--- src/rtl/dfgPkg.sv ---
package dfgPkg;

  typedef enum logic [1:0] {
    ST_IDLE  = 2'd0,
    ST_STEP1 = 2'd1,
    ST_STEP2 = 2'd2,
    ST_STEP3 = 2'd3
  } seqState_t;

  // operand pair routed into a shared add/sub unit
  typedef enum logic [2:0] {
    SRC_NONE = 3'd0,
    SRC_AB   = 3'd1,
    SRC_X1D  = 3'd2,
    SRC_YD   = 3'd3,
    SRC_X2C  = 3'd4
  } opSrc_t;

  localparam int NUM_ADDSUB = 2;

  typedef struct packed {
    logic   loadIn;
    logic   capStep1;
    logic   capStep2;
    logic   capStep3;
    opSrc_t unit0Src;
    logic   unit0Sub;
    opSrc_t unit1Src;
    logic   unit1Sub;
  } dfgCtrl_t;

endpackage

--- src/rtl/dfgAddSub.sv ---
module dfgAddSub #(
  parameter int W = 16
) (
  input  logic [W-1:0] opA,
  input  logic [W-1:0] opB,
  input  logic         sub,
  output logic [W-1:0] res
);

  always_comb begin
    if (sub) res = opA - opB;
    else     res = opA + opB;
  end

endmodule

--- src/rtl/dfgControl.sv ---
module dfgControl
  import dfgPkg::*;
(
  input  logic     clk,
  input  logic     rst,
  input  logic     start,
  output dfgCtrl_t ctrl,
  output logic     done
);

  seqState_t state;
  seqState_t stateNext;

  always_comb begin
    stateNext = state;
    case (state)
      ST_IDLE:  if (start) stateNext = ST_STEP1;
      ST_STEP1: stateNext = ST_STEP2;
      ST_STEP2: stateNext = ST_STEP3;
      ST_STEP3: stateNext = ST_IDLE;
      default:  stateNext = ST_IDLE;
    endcase
  end

  always_ff @(posedge clk) begin
    if (rst) begin
      state <= ST_IDLE;
      done  <= 1'b0;
    end else begin
      state <= stateNext;
      done  <= (state == ST_STEP3);
    end
  end

  always_comb begin
    ctrl          = '0;
    ctrl.unit0Src = SRC_NONE;
    ctrl.unit1Src = SRC_NONE;
    case (state)
      ST_IDLE: ctrl.loadIn = start;
      ST_STEP1: begin
        ctrl.capStep1 = 1'b1;
        ctrl.unit0Src = SRC_AB;
      end
      ST_STEP2: begin
        ctrl.capStep2 = 1'b1;
        ctrl.unit0Src = SRC_X1D;
        ctrl.unit1Src = SRC_YD;
        ctrl.unit1Sub = 1'b1;
      end
      ST_STEP3: begin
        ctrl.capStep3 = 1'b1;
        ctrl.unit0Src = SRC_X2C;
      end
      default: ctrl.loadIn = 1'b0;
    endcase
  end

  AST_DONE_SINGLE: assert property (@(posedge clk) disable iff (rst)
    done |=> !done);

  AST_BUSY_START_IGNORED: assert property (@(posedge clk) disable iff (rst)
    (state != ST_IDLE) |-> !ctrl.loadIn);

  AST_STEP_CHAIN: assert property (@(posedge clk) disable iff (rst)
    (state == ST_STEP1) |=> (state == ST_STEP2));

  AST_DONE_AFTER_LAST: assert property (@(posedge clk) disable iff (rst)
    done |-> $past(state == ST_STEP3));

endmodule

--- src/rtl/dfgDatapath.sv ---
module dfgDatapath
  import dfgPkg::*;
#(
  parameter int W = 16
) (
  input  logic         clk,
  input  logic         rst,
  input  dfgCtrl_t     ctrl,
  input  logic [W-1:0] aIn,
  input  logic [W-1:0] bIn,
  input  logic [W-1:0] cIn,
  input  logic [W-1:0] dIn,
  output logic [W-1:0] zOut,
  output logic [W-1:0] x3Out
);

  logic [W-1:0] aR, bR, cR, dR;
  logic [W-1:0] x1R, yR, x2R;
  logic [W-1:0] prod;

  logic [W-1:0] unitA   [NUM_ADDSUB];
  logic [W-1:0] unitB   [NUM_ADDSUB];
  logic         unitSub [NUM_ADDSUB];
  logic [W-1:0] unitY   [NUM_ADDSUB];
  opSrc_t       unitSrc [NUM_ADDSUB];

  assign unitSrc[0] = ctrl.unit0Src;
  assign unitSrc[1] = ctrl.unit1Src;
  assign unitSub[0] = ctrl.unit0Sub;
  assign unitSub[1] = ctrl.unit1Sub;

  assign prod = aR * cR;

  for (genvar u = 0; u < NUM_ADDSUB; u++) begin : g_unit
    always_comb begin
      case (unitSrc[u])
        SRC_AB:  begin unitA[u] = aR;  unitB[u] = bR; end
        SRC_X1D: begin unitA[u] = x1R; unitB[u] = dR; end
        SRC_YD:  begin unitA[u] = yR;  unitB[u] = dR; end
        SRC_X2C: begin unitA[u] = x2R; unitB[u] = cR; end
        default: begin unitA[u] = '0;  unitB[u] = '0; end
      endcase
    end

    dfgAddSub #(.W(W)) i_addSub (
      .opA (unitA[u]),
      .opB (unitB[u]),
      .sub (unitSub[u]),
      .res (unitY[u])
    );
  end

  always_ff @(posedge clk) begin
    if (rst) begin
      aR <= '0; bR <= '0; cR <= '0; dR <= '0;
      x1R <= '0; yR <= '0; x2R <= '0;
      zOut <= '0; x3Out <= '0;
    end else begin
      if (ctrl.loadIn) begin
        aR <= aIn; bR <= bIn; cR <= cIn; dR <= dIn;
      end
      if (ctrl.capStep1) begin
        x1R <= unitY[0];
        yR  <= prod;
      end
      if (ctrl.capStep2) begin
        zOut <= unitY[0];
        x2R  <= unitY[1];
      end
      if (ctrl.capStep3) x3Out <= unitY[0];
    end
  end

  AST_STEP2_NEEDS_STEP1: assert property (@(posedge clk) disable iff (rst)
    ctrl.capStep2 |-> $past(ctrl.capStep1));

  AST_STEP3_NEEDS_STEP2: assert property (@(posedge clk) disable iff (rst)
    ctrl.capStep3 |-> $past(ctrl.capStep2));

  AST_Z_HOLD: assert property (@(posedge clk) disable iff (rst)
    !ctrl.capStep2 |=> $stable(zOut));

  AST_X3_HOLD: assert property (@(posedge clk) disable iff (rst)
    !ctrl.capStep3 |=> $stable(x3Out));

endmodule

--- src/rtl/dfgScheduler.sv ---
module dfgScheduler
  import dfgPkg::*;
#(
  parameter int W = 16
) (
  input  logic         clk,
  input  logic         rst,
  input  logic         start,
  input  logic [W-1:0] aIn,
  input  logic [W-1:0] bIn,
  input  logic [W-1:0] cIn,
  input  logic [W-1:0] dIn,
  output logic [W-1:0] zOut,
  output logic [W-1:0] x3Out,
  output logic         done
);

  dfgCtrl_t ctrl;

  dfgControl i_control (
    .clk   (clk),
    .rst   (rst),
    .start (start),
    .ctrl  (ctrl),
    .done  (done)
  );

  dfgDatapath #(.W(W)) i_datapath (
    .clk   (clk),
    .rst   (rst),
    .ctrl  (ctrl),
    .aIn   (aIn),
    .bIn   (bIn),
    .cIn   (cIn),
    .dIn   (dIn),
    .zOut  (zOut),
    .x3Out (x3Out)
  );

endmodule

--- config.mk ---
export PLATFORM = sky130hd
export DESIGN_NAME = dfgScheduler
export DESIGN_NICKNAME = d
export VERILOG_FILES = /design/src/rtl/dfgPkg.sv /design/src/rtl/dfgAddSub.sv /design/src/rtl/dfgControl.sv /design/src/rtl/dfgDatapath.sv /design/src/rtl/dfgScheduler.sv
export SDC_FILE = /design/constraint.sdc
export NUM_CORES = 1
export LEC_CHECK = 0
export BUFFER_PORTS_ARGS = -buffer_cell sky130_fd_sc_hd__buf_2
export CELL_PAD_IN_SITES_DETAIL_PLACEMENT = 1
export CELL_PAD_IN_SITES_GLOBAL_PLACEMENT = 1
export CORE_ASPECT_RATIO = 2
export CORE_MARGIN = 2
export CORE_UTILIZATION = 35
export DETAILED_ROUTE_END_ITERATION = 7
export GPL_TIMING_DRIVEN = 1
export PLACE_DENSITY = 0.62
export SLEW_MARGIN = 25
export SYNTH_ARGS = -nofsm -noshare
export SYNTH_HDL_FRONTEND = slang
export SYNTH_HIERARCHICAL = 1
export SYNTH_SLANG_ARGS = --single-unit
--- constraint.sdc ---
create_clock -name clk -period 8.8 [get_ports clk]
set_input_delay 0.44 -clock clk [delete_from_list [all_inputs] [get_ports clk]]
set_output_delay 0.44 -clock clk [all_outputs]
set_load 0.05 [all_outputs]
==> results.cfg, run 1 <==
[die]
die_h_um = 273
core_sq_mm = 0.0358
num_io_pins = 100
start_util_pct = 35.5
die_w_um = 139
fp.dieArea_sq_mm = 0.0379
fp-row-count = 98

[clocking]
numCtsBuffers = 17
cts.repair.resized = 0
cts_hold_buf = 0
cts_buffer_depth = 2
post_cts_buffers = 0
cts_tree = done
cts.htree.levels = 4
cts_num_sinks = 147
path_clk_slew_ns = 0.07
worstSkewPairLatency_ns = 0.46
cts_root_buffer = clkbuf_16

[route]
post-route-drc-count = 0
via_per_inst = 5.40
wl_um = 42300
avgRoutedWirePerCell_um = 21.5
first_iter_violations = 357
vias = 10700
drt_pass1_iterations = 5
ant_nets = 0

[synth]
async_reset_ff_share_pct = 0
syn-cell-area_sq_mm = 0.0127
netlist_instances = 1478
synth_seq_cells = 147
synth_most_common_cell = nor2_1
synth_commonest_cells = nor2_1 (183), mux2i_1 (171), dfxtp_1 (147)
synthFlopType = dfxtp_1
synth_top_area_share_pct = 23.2
synth_top_area_cell = dfxtp_1
synthTopCellsByArea = dfxtp_1 (23%), mux2i_1 (13%), fa_1 (13%), ha_1 (8.5%), nor2_1 (5.4%)
yosysUniqueCellTypes = 63
avgSynthCellArea_sq_um = 8.59
synth_seq_area_share_pct = 23.2
synth_warnings = 6
synth-edff-count = 0

[outcome]
status = finished clean

[placed_design]
dp_hpwl_um = 33400
pre_cts_ws_ns = 3.01
portBuffers = 99
gp_congestion = 0.879

[global_routing]
grt.met2_usage_pct = 44.2
met3_usage_pct = 2.82
grt_pass1_wl_um = 64900
grt_pass1_vias = 11500
globalRoute.totalOverflow = 0
grt_max_degree = 80
busiest_layer = met2
grtUsageTotal_pct = 22.4
grt_util_met1_pct = 22.2
antenna_found_initial = 0

[critical_path]
worstSetupStartpoint = i_datapath/cR[1]
crit_fanout = 18
cp.arrival_ns = 6.19
cp-start-kind = register
path_class = reg2reg
cp.required_ns = 9.16
reg2reg_from = i_datapath/cR[1]
cp-end-kind = register

[layout]
seq_area_sq_mm = 0.00294
antenna_cells = 0
nets = 1744
drive_above_1_share_pct = 11.3
syn_to_final_growth_pct = 10.6
nFillCells = 4292
multi_input_area_sq_mm = 0.00885

[sta]
hold_viol = 0
timing.final.ws_setup_ns = 2.97
fin_crit_sh_pct = 66.2
setup_viol = 0
fin_skew_ns = 0.0127
rsz0062_at_grt = no
finalMaxSlewViolations = 0
max_slew_margin_pct = 2.55
period_needed_ns = 5.83
tightest_slew_ns = 1.46
clock.fmax_mhz = 172
setup-tns-final_ns = 0

[power]
leakage_nw = 5.86
power_density_mw_per_mm2 = 335
ir_worst_vdd_v = 0.000245

[hold_path]
hold_class = in2reg
min-delay-start = aIn[3]

[job]
cap_violations = 0
## area by class of cell
class                      count  share of cell area [%]
tap                          450                    4.01
inverter                     132                    3.53
timing repair buffer         114                    4.35
multi-input combinational   1097                    63.0
sequential                   147                    21.0
clock buffer                  18                    3.13
clock inverter                14                   0.998
## cells in the final DEF, fill, tap and decap left out, types with 2 or more instances in the layout
| cell | instances |
|---|---|
| nor2b_1 | 13 |
| nand2_1 | 112 |
| a21o_1 | 10 |
| a31oi_1 | 9 |
| dfxtp_1 | 147 |
| or4_1 | 2 |
| a21oi_1 | 39 |
| o21ai_0 | 46 |
| xor2_1 | 18 |
| clkinvlp_4 | 2 |
| nand2_2 | 2 |
| conb_1 | 2 |
| xnor2_1 | 74 |
| ha_1 | 84 |
| nand3_1 | 5 |
| nor3_1 | 9 |
| a22oi_1 | 64 |
| and2_1 | 69 |
| mux2_2 | 2 |
| buf_2 | 98 |
| nor2_1 | 183 |
| a211oi_1 | 7 |
| nor2b_2 | 2 |
| clkbuf_16 | 17 |
| o41ai_2 | 2 |
| mux2i_1 | 171 |
| buf_4 | 16 |
| fa_1 | 82 |
| nand2b_1 | 11 |
| o21a_1 | 5 |
| inv_1 | 132 |
| or3_1 | 3 |
| o22ai_1 | 31 |
| clkinv_4 | 3 |
| inv_6 | 6 |
| o21ai_1 | 2 |
| o31ai_1 | 3 |
| o211ai_1 | 4 |
| and3_1 | 2 |
## registers in the layout, summed over array words and instances (netlist names)
| signal | count |
|---|---|
| i_datapath/cR | 16 |
| i_datapath/zOut | 16 |
| i_datapath/x1R | 16 |
| i_datapath/yR | 16 |
| i_datapath/dR | 16 |
| i_datapath/bR | 16 |
| i_control/done | 1 |
| i_datapath/x3Out | 16 |
| i_datapath/x2R | 16 |
| i_datapath/aR | 16 |
| i_control/state | 2 |
## routing by layer
layer,share of wire (%),vias up,routed length (um)
li1,-,4987,-
met1,36,5378,15200
met2,56,191,23800
met3,2.2,94,945
met4,5.7,0,2430
met5,0,-,0
## power by group
part / total (mW) / leakage, nW / switching [mW] / internal [mW]
Clock: 0.747 / 0.281 / 0.343 / 0.404
Combinational: 2.93 / 4.38 / 1.78 / 1.14
Sequential: 1.03 / 1.20 / 0.211 / 0.822
Total: 4.71 / 5.86 / 2.34 / 2.37
## through the flow
stage	utilization [%]	cells	total power, mW	hold slack, ns	area (sq um)
CTS	39.2	1972	4.75	0.198	14000
global route	39.2	1972	5.05	0.215	14000
detailed placement	37.6	1940	3.97	0.479	13500
global placement	37.6	1940	3.93	0.473	13500
finish	39.2	1972	4.71	0.210	14000
floorplan	-	1479	3.19	0.453	12700
## cells by family after synthesis
family / count (synthesis) / synth area share [%]
buffers and inverters: 235 / 7.32
AOI/OAI and AO/OA: 238 / 12.7
muxes: 173 / 13.7
xor gates and xnor gates: 94 / 6.65
DFF: 147 / 23.2
adders and majority gates: 168 / 21.4
and+or+nand+nor: 422 / 15.0
other: 1 / 0.0295
## final timing paths
| path | endpoint | slack [ns] | cells after the start |
|---|---|---|---|
| hold reg to reg | i_datapath/x3Out[11] | 0.49 | 2 |
| setup / recovery | i_datapath/yR[14] | 2.97 | 21 |
| hold / removal | i_datapath/aR[3] | 0.21 | 3 |
| setup reg to reg | i_datapath/yR[14] | 2.97 | 21 |
## worst max-delay path: stages, from the launching register on
cell and delay [ns]:
dfxtp_1 0.84, nand2_1 0.18, fa_1 0.53, fa_1 0.54, inv_1 0.05, fa_1 0.50, inv_1 0.06, fa_1 0.53
inv_1 0.05, fa_1 0.48, inv_1 0.05, fa_1 0.48, inv_1 0.04, ha_1 0.33, a21o_1 0.22, a21oi_1 0.13
nor2b_1 0.06, o21ai_0 0.15, nand2b_1 0.09, o41ai_2 0.06, xor2_1 0.11, a211oi_1 0.24
Note: power is estimated with default switching activity, not from simulation.
==> inputs of run 2 (changes only) <==
==> constraint.sdc (replaced) <==
create_clock -name clk -period 5.88 [get_ports clk]
set_input_delay 0.294 -clock clk [delete_from_list [all_inputs] [get_ports clk]]
set_output_delay 0.294 -clock clk [all_outputs]
set_load 0.05 [all_outputs]
==> run 2 against run 1 <==
Net effect: register-to-register slack got worse by 2.7 ns; critical path depth fell by 5; via count rose by 0.54%; sequential share of layout area fell by 0.41 points; sequential power rose by 45%; flip-flop and latch count did not move; design area rose by 2.0%; critical endpoint is now i_datapath/yR[15]; largest cell class unchanged; largest power group unchanged; highest routed layer unchanged.
==> results.cfg, run 2 (synthesis gave the netlist of run 1 again) <==
[outcome]
status = finished clean

[power]
p_sw_share_pct = 49.9
power_density_mw_per_mm2 = 501
p_int_mw = 3.59
power.share.sequential_pct = 20.8
combPwrFrac_pct = 63.3
ir_worst_vdd_v = 0.000299
clkPwrFrac_pct = 15.9
leakage_nw = 6.04
switchingPower_mw = 3.58

[placed_design]
placed_cells = 1972
gp_congestion = 0.887
dp_hpwl_um = 35100
portBuffers = 99

[layout]
mostFrequentLayoutCell = nor2_1
nets = 1776
instances_no_fill = 2004
nFillCells = 4293
drive_above_1_share_pct = 13.2
layout_common_cells = nor2_1 (183), mux2i_1 (171), dfxtp_1 (147), inv_1 (132), nand2_1 (112)
antenna_cells = 0
syn_to_final_growth_pct = 12.8

[critical_path]
cp.arrival_ns = 5.91
crit_fanout = 12
cp.required_ns = 6.19
cp-start-kind = register
cp-end-kind = register
path_class = reg2reg

[route]
post-route-drc-count = 0
ant_nets = 0
wl_um = 43700
drt_pass1_iterations = 5
avgRoutedWirePerCell_um = 21.8
via_per_inst = 5.34
first_iter_violations = 373
vias = 10700

[sta]
fin_crit_sh_pct = 95.1
rsz0062_at_grt = no
hold_viol = 0
period_needed_ns = 5.59
max_slew_margin_pct = 21.9
setup_viol = 0
fin_skew_ns = 0.0102
tightest_slew_ns = 1.17
finalMaxSlewViolations = 0
setup-tns-final_ns = 0
clock.fmax_mhz = 179

[die]
core_sq_mm = 0.0358
start_util_pct = 35.5
fp-row-count = 98
die_w_um = 139
die_h_um = 273
num_io_pins = 100
fp.dieArea_sq_mm = 0.0379

[clocking]
post_cts_buffers = 0
cts.repair.resized = 0
worstSkewPairLatency_ns = 0.46
cts_buffer_depth = 2
cts_root_buffer = clkbuf_16
cts_num_sinks = 147
numCtsBuffers = 17
cts_tree = done
cts.htree.levels = 4
path_clk_slew_ns = 0.07
cts_hold_buf = 0

[job]
cap_violations = 0

[global_routing]
grt_pass1_vias = 11800
grt_pass1_wl_um = 67200
grt_max_degree = 83
antenna_found_initial = 0
grtUsageTotal_pct = 23.2
globalRoute.totalOverflow = 0

[hold_path]
hold_class = in2reg
-- run 2: changes by cell type in the layout (fill, tap and decap cells not counted) --
cell and change:
buf_4 +31, inv_8 +5, clkinv_8 +4, clkinv_4 -2, clkinvlp_4 -2, inv_6 -2
buf_12 +1, bufinv_16 -1, clkbuf_8 -1, clkinv_2 -1, nor2b_1 -1, nor2b_2 +1
-- run 2: final cells by class --
class	count	area [sq um]	share of cell area (%)
Clock inverter	15	176	1.23
Multi-Input combinational cell	1097	8850	61.8
Clock buffer	17	425	2.97
Sequential cell	147	2940	20.6
Inverter	132	495	3.46
Timing Repair Buffer	146	863	6.03
Tap cell	450	563	3.93
-- run 2: metal layers --
metal	track usage, %	routed length [um]
met4	13.6	2540
met1	22.5	15400
met2	46.7	25000
met5	0	0
met3	2.41	768
-- run 2: power by group through the flow --
stage,Clock [mW],Combinational (mW),Sequential (mW)
final,1.14,4.54,1.49
after detailed placement,0,4.52,1.51
after global placement,0,4.47,1.51
after global routing,1.21,4.93,1.52
after floorplan,0,3.19,1.58
after CTS,1.18,4.57,1.49
-- run 2: worst paths after layout --
check | from | end | slack [ns] | depth (start not counted)
setup reg to reg | i_datapath/cR[1] | i_datapath/yR[15] | 0.29 | 16
hold reg to reg | i_datapath/zOut[5] | i_datapath/zOut[5] | 0.49 | 2
hold / removal | dIn[1] | i_datapath/dR[1] | 0.07 | 3
setup / recovery | i_datapath/cR[1] | i_datapath/yR[15] | 0.29 | 16
-- run 2: per-stage QoR --
stage                     hold slack [ns]  area, sq um  setup WS, ns  total power [mW]  utilization, %
after floorplan                     0.366        12700         0.468              4.77               -
after global placement              0.475        13700         0.428              5.97            38.3
after detailed placement            0.481        13700         0.288              6.04            38.3
after CTS                          0.0468        14300         0.261              7.24            40.0
after global routing               0.0700        14300       0.00228              7.66            40.0
final                              0.0696        14300         0.285              7.17            40.0
-- run 2: critical path, cell delays in order (launching register included) --
cell and delay (ns):
dfxtp_1 0.59, buf_4 0.24, nand2_1 0.09, fa_1 0.53, fa_1 0.58, fa_1 0.46
fa_1 0.57, fa_1 0.43, fa_1 0.42, xor2_1 0.18, xnor2_1 0.22, xnor2_1 0.18
xnor2_1 0.18, xnor3_1 0.42, xnor2_1 0.15, mux2i_1 0.14, nor2_1 0.05
